**config.mk**
```make
export PLATFORM = sky130hd
export DESIGN_NAME = mp_fifo_chain
export DESIGN_NICKNAME = d
export VERILOG_FILES = /design/src/rtl/mp_pkg.sv /design/src/rtl/mp_req_delay.sv /design/src/rtl/mp_c_element.sv /design/src/rtl/mp_stage.sv /design/src/rtl/mp_fifo_chain.sv
export SDC_FILE = /design/constraint.sdc
export NUM_CORES = 1
export LEC_CHECK = 0
export BUFFER_PORTS_ARGS = -buffer_cell sky130_fd_sc_hd__buf_2
export CAP_MARGIN = 20
export CORE_MARGIN = 2
export CORE_UTILIZATION = 45
export DETAILED_ROUTE_END_ITERATION = 8
export GPL_TIMING_DRIVEN = 0
export PLACE_DENSITY = 0.62
export SLEW_MARGIN = 20
export SYNTH_ARGS = -nofsm -noshare
export SYNTH_HDL_FRONTEND = slang
export SYNTH_SLANG_ARGS = --single-unit
```
**constraint.sdc**
```tcl
create_clock -name clk -period 3.9 [get_ports clk]
set_input_delay 0.975 -clock clk [delete_from_list [all_inputs] [get_ports clk]]
set_output_delay 0.975 -clock clk [all_outputs]
set_load 0.03 [all_outputs]
```
**src/rtl/mp_pkg.sv**
```systemverilog
package mp_pkg;

  // Muller C-element next state: follow when inputs agree, else hold.
  function automatic logic c_next(input logic a, input logic b, input logic q);
    return (a & b) | (q & (a | b));
  endfunction

  // Hop delay in cycles, never below one register.
  function automatic int unsigned hop_delay(input int unsigned d);
    return (d < 1) ? 1 : d;
  endfunction

  // Tokens a stalled chain of n stages can hold.
  function automatic int unsigned stall_capacity(input int unsigned n);
    return (n + 1) / 2;
  endfunction

endpackage

```
**src/rtl/mp_req_delay.sv**
```systemverilog
module mp_req_delay #(
  parameter int unsigned DEPTH = 2
) (
  input  logic clk,
  input  logic rst_n,
  input  logic din,
  output logic dout
);
  localparam int unsigned D = mp_pkg::hop_delay(DEPTH);

  logic [D-1:0] sr;

  generate
    if (D == 1) begin : g_single
      always_ff @(posedge clk or negedge rst_n) begin
        if (!rst_n) sr <= '0;
        else        sr <= din;
      end
    end else begin : g_chain
      always_ff @(posedge clk or negedge rst_n) begin
        if (!rst_n) sr <= '0;
        else        sr <= {sr[D-2:0], din};
      end
    end
  endgenerate

  assign dout = sr[D-1];

endmodule

```
**src/rtl/mp_c_element.sv**
```systemverilog
module mp_c_element (
  input  logic clk,
  input  logic rst_n,
  input  logic a,
  input  logic b,
  output logic q,
  output logic rise_o
);
  logic q_r;

  always_ff @(posedge clk or negedge rst_n) begin
    if (!rst_n) q_r <= 1'b0;
    else        q_r <= mp_pkg::c_next(a, b, q_r);
  end

  assign q      = q_r;
  assign rise_o = a & b & ~q_r;

endmodule

```
**src/rtl/mp_stage.sv**
```systemverilog
module mp_stage #(
  parameter int unsigned DATA_W = 8
) (
  input  logic              clk,
  input  logic              rst_n,
  input  logic              req_in,
  input  logic              ack_dn,
  input  logic [DATA_W-1:0] d_src,
  output logic              c_out,
  output logic [DATA_W-1:0] d_out
);
  logic              c_q;
  logic              capture;
  logic [DATA_W-1:0] d_q;

  mp_c_element u_c (
    .clk    (clk),
    .rst_n  (rst_n),
    .a      (req_in),
    .b      (~ack_dn),
    .q      (c_q),
    .rise_o (capture)
  );

  always_ff @(posedge clk or negedge rst_n) begin
    if (!rst_n)       d_q <= '0;
    else if (capture) d_q <= d_src;
  end

  assign c_out = c_q;
  assign d_out = d_q;

  // a full stage keeps its data
  p_hold_full_r9: assert property (@(posedge clk) disable iff (!rst_n)
    (c_q && $past(c_q)) |-> $stable(d_q));

  // a stage empties only once downstream has acknowledged
  p_fall_needs_ack_r2: assert property (@(posedge clk) disable iff (!rst_n)
    $fell(c_q) |-> $past(ack_dn));

endmodule

```
**src/rtl/mp_fifo_chain.sv**
```systemverilog
module mp_fifo_chain #(
  parameter int unsigned DATA_W    = 8,
  parameter int unsigned STAGES    = 4,
  parameter int unsigned DELAY_CYC = 2
) (
  input  logic              clk,
  input  logic              rst_n,
  input  logic              in_req,
  output logic              in_ack,
  input  logic [DATA_W-1:0] in_data,
  output logic              out_req,
  input  logic              out_ack,
  output logic [DATA_W-1:0] out_data
);
  localparam int unsigned HOP = mp_pkg::hop_delay(DELAY_CYC);

  logic [STAGES-1:0] c_vec;
  logic [STAGES-1:0] req_at;
  logic [STAGES-1:0] ack_at;
  logic [DATA_W-1:0] d_vec [STAGES];
  logic [DATA_W-1:0] src_at [STAGES];

  generate
    for (genvar i = 0; i < STAGES; i++) begin : g_stage
      if (i == 0) begin : g_head
        assign req_at[i] = in_req;
        assign src_at[i] = in_data;
      end else begin : g_body
        mp_req_delay #(.DEPTH(HOP)) u_dly (
          .clk   (clk),
          .rst_n (rst_n),
          .din   (c_vec[i-1]),
          .dout  (req_at[i])
        );
        assign src_at[i] = d_vec[i-1];
      end

      if (i == STAGES - 1) begin : g_tail
        assign ack_at[i] = out_ack;
      end else begin : g_mid
        assign ack_at[i] = c_vec[i+1];
      end

      mp_stage #(.DATA_W(DATA_W)) u_stage (
        .clk    (clk),
        .rst_n  (rst_n),
        .req_in (req_at[i]),
        .ack_dn (ack_at[i]),
        .d_src  (src_at[i]),
        .c_out  (c_vec[i]),
        .d_out  (d_vec[i])
      );
    end
  endgenerate

  assign in_ack   = c_vec[0];
  assign out_req  = c_vec[STAGES-1];
  assign out_data = d_vec[STAGES-1];

  // input acknowledge phases follow the request
  p_in_ack_rise_r3: assert property (@(posedge clk) disable iff (!rst_n)
    $rose(in_ack) |-> $past(in_req));
  p_in_ack_fall_r3: assert property (@(posedge clk) disable iff (!rst_n)
    $fell(in_ack) |-> !$past(in_req));

  // output request phases follow the consumer acknowledge
  p_out_req_rise_r4: assert property (@(posedge clk) disable iff (!rst_n)
    $rose(out_req) |-> !$past(out_ack));
  p_out_req_fall_r4: assert property (@(posedge clk) disable iff (!rst_n)
    $fell(out_req) |-> $past(out_ack));

  // bundled data steady while offered and not yet acknowledged
  p_out_data_steady_r6: assert property (@(posedge clk) disable iff (!rst_n)
    ($past(out_req) && out_req && !$past(out_ack)) |-> $stable(out_data));

endmodule

```
==> impl_metrics.yaml <==
critical_path:
  critPathSlowestCell: "dfrtp_1"
  endpoint_kind: "output port"
  crit_buf_inv: 1
  cp_data_arrival_time_ns: 1.10
  critPathLaunchType: "register"
  criticalPathCategory: "reg2out"
  worstPathRequired_ns: 2.92
  slowest_delay_ns: 0.51
  cpLargestDelayFamily: "flip-flops"
  path_cells: "buf_2"
  critPathMaxFanout: 5
timing:
  finalSetupTns_ns: 0
  hold_slack_ns: 0.359
  setup_viol: 0
  fin_skew_ns: 0.00270
  min_period_ns: 2.07
  fin_crit_sh: 0.532
  rsz0062_at_grt: "no"
  hold_violations: 0
  fmax_ghz: 0.482
  worstMarginPinSlew_ns: 0.871
  slew-limit-headroom: 0.419
  drv_slew: 0
  layout_setup_ws_ns: 1.83
clock_network:
  insertion_delay_ns: 0.33
  cts_buffers: 5
  cts.path.max_buffers: 2
  cts_resized: 0
  cts_tree: "built"
  cts_sinks: 42
  cts-root-buf: "clkbuf_4"
  post-cts-setup-buffers: 0
  path_clk_slew_ns: 0.11
  htree_levels: 2
  hold_buffers: 0
placed_design:
  pre_cts_ws_ns: 1.88
  place_area_um2: 1760
  dp_hpwl_um: 1460
  place_congestion: 0.608
  port_buffers: 21
detailed_routing:
  vias: 769
  firstDrtPassIters: 2
  initialDrtViolationCount: 10
  viasPerCell: 4.50
  drc: 0
  ant_nets: 0
  routed_wl_um: 1980
  route.detailed.wl_per_inst_um: 11.6
hold_path:
  hp-class: "reg2reg"
global_routing:
  grt_max_degree: 43
  grt_usage: 0.123
  grt_pass1_vias: 772
  grt_pass1_wl_um: 3760
  overflow: 0
  antenna_found_initial: 0
synthesis:
  synth_nets: 108
  synth_cell_types: 9
  yosysSeqAreaShare: 0.657
  synth_area_leader_cell: "dfrtp_1"
  synthCells: 96
  syn_area_per_cell_um2: 16.7
  synth_area_um2: 1600
  yosys_warnings: 0
  synth.area.top_cells: "dfrtp_1 66%, mux2_2 23%, nor3b_4 4.7%"
  ys_ff_latch: 42
  synth_top_area_frac: 0.657
cells_and_area:
  final_cell_area_um2: 1820
  drive_gt1_frac: 0.576
  antenna_cells: 0
  multi_input_area_um2: 480
  syn_to_final_growth_pct: 13.9
  fin_nets: 136
  final-seq-area_um2: 1050
  fillers: 304
floorplanning:
  die-area_um2: 4050
  rows: 21
  pin_count: 22
  die_x_um: 63.6
  start_util: 0.475
  die-height_um: 63.6
  core_area_um2: 3360
power_and_ir_drop:
  p_per_area_nw_per_um2: 764
  p_leak_nw: 0.826
  ir_drop_mv: 0.328
job:
  cap_violations: 0
outcome:
  status: "finished, final reports clean"
[placed cells by master (no fill, tap or decap)]
cell type	n
dfrtp_1	42
mux2_2	32
buf_2	21
buf_4	8
clkbuf_4	5
nor3b_4	4
nor2_1	2
nand2_1	2
o21ai_0	2
inv_1	2
maj3_1	2
clkbuf_1	1
clkinv_2	1
clkbuf_8	1
[power by group]
group | total (mW) | switching (mW) | internal (mW)
Clock | 0.212 | 0.125 | 0.0875
Sequential | 0.742 | 0.113 | 0.628
Combinational | 0.439 | 0.187 | 0.251
Total | 1.39 | 0.425 | 0.967
[metal layers]
layer,track usage,up-vias,share of wire
met5,0,-,0
met4,0.0489,0,0.0040
met3,0.0589,2,0.064
met2,0.175,20,0.46
met1,0.160,369,0.47
li1,-,378,-
[sequential cells by signal, summed over array words and instances, names as in the netlist]
register and cells:
g_stage.g_body.u_dly.sr 6, g_stage.u_stage.u_c.q 4, g_stage.u_stage.d_out 32
[cell usage after synthesis (all sizes together)]
master / number
nor3b: 4
maj3: 2
nor2: 2
nand2: 2
inv: 2
dfrtp: 42
mux2: 32
o21ai: 2
buf: 8
[cell families (layout without fill, tap and decap cells)]
family          after synthesis  in the layout  synth area share
mux                          32             32             0.225
compound gates                2              2           0.00626
buf+inv                      10             39            0.0423
simple gates                  8              8            0.0563
fa+ha+maj                     2              2            0.0125
flops                        42             42             0.657
[area by class of cell]
cell class / instances / area share
sequential: 42 / 0.577
multi-input combinational: 44 / 0.264
timing repair buffer: 21 / 0.0577
buffer: 8 / 0.0330
tap: 46 / 0.0316
clock buffer: 7 / 0.0302
inverter: 2 / 0.00412
clock inverter: 1 / 0.00275
[path summary, 6_finish.rpt]
check                                                    from                             to  slack (ns)  depth (start not counted)
worst max-delay path                 g_stage[3].u_stage.u_c.q                        out_req        1.83                          1
worst min-delay path            g_stage[1].g_body.u_dly.sr[0]  g_stage[1].g_body.u_dly.sr[1]        0.36                          0
worst max register to register       g_stage[3].u_stage.u_c.q    g_stage[3].u_stage.d_out[4]        2.49                          2
worst min register to register  g_stage[1].g_body.u_dly.sr[0]  g_stage[1].g_body.u_dly.sr[1]        0.36                          0
max in group asynchronous                               rst_n    g_stage[1].u_stage.d_out[1]        2.61                          1
min in group asynchronous                               rst_n  g_stage[1].g_body.u_dly.sr[0]        0.75                          1
[metrics by stage]
step / utilization / total power, mW / std cells
CTS: 0.542 / 1.41 / 171
detailed placement: 0.524 / 1.20 / 163
floorplan: - / 1.09 / 96
global placement: 0.524 / 1.18 / 163
global route: 0.542 / 1.50 / 171
finish: 0.542 / 1.39 / 171
(Power assumes the default switching activity.)
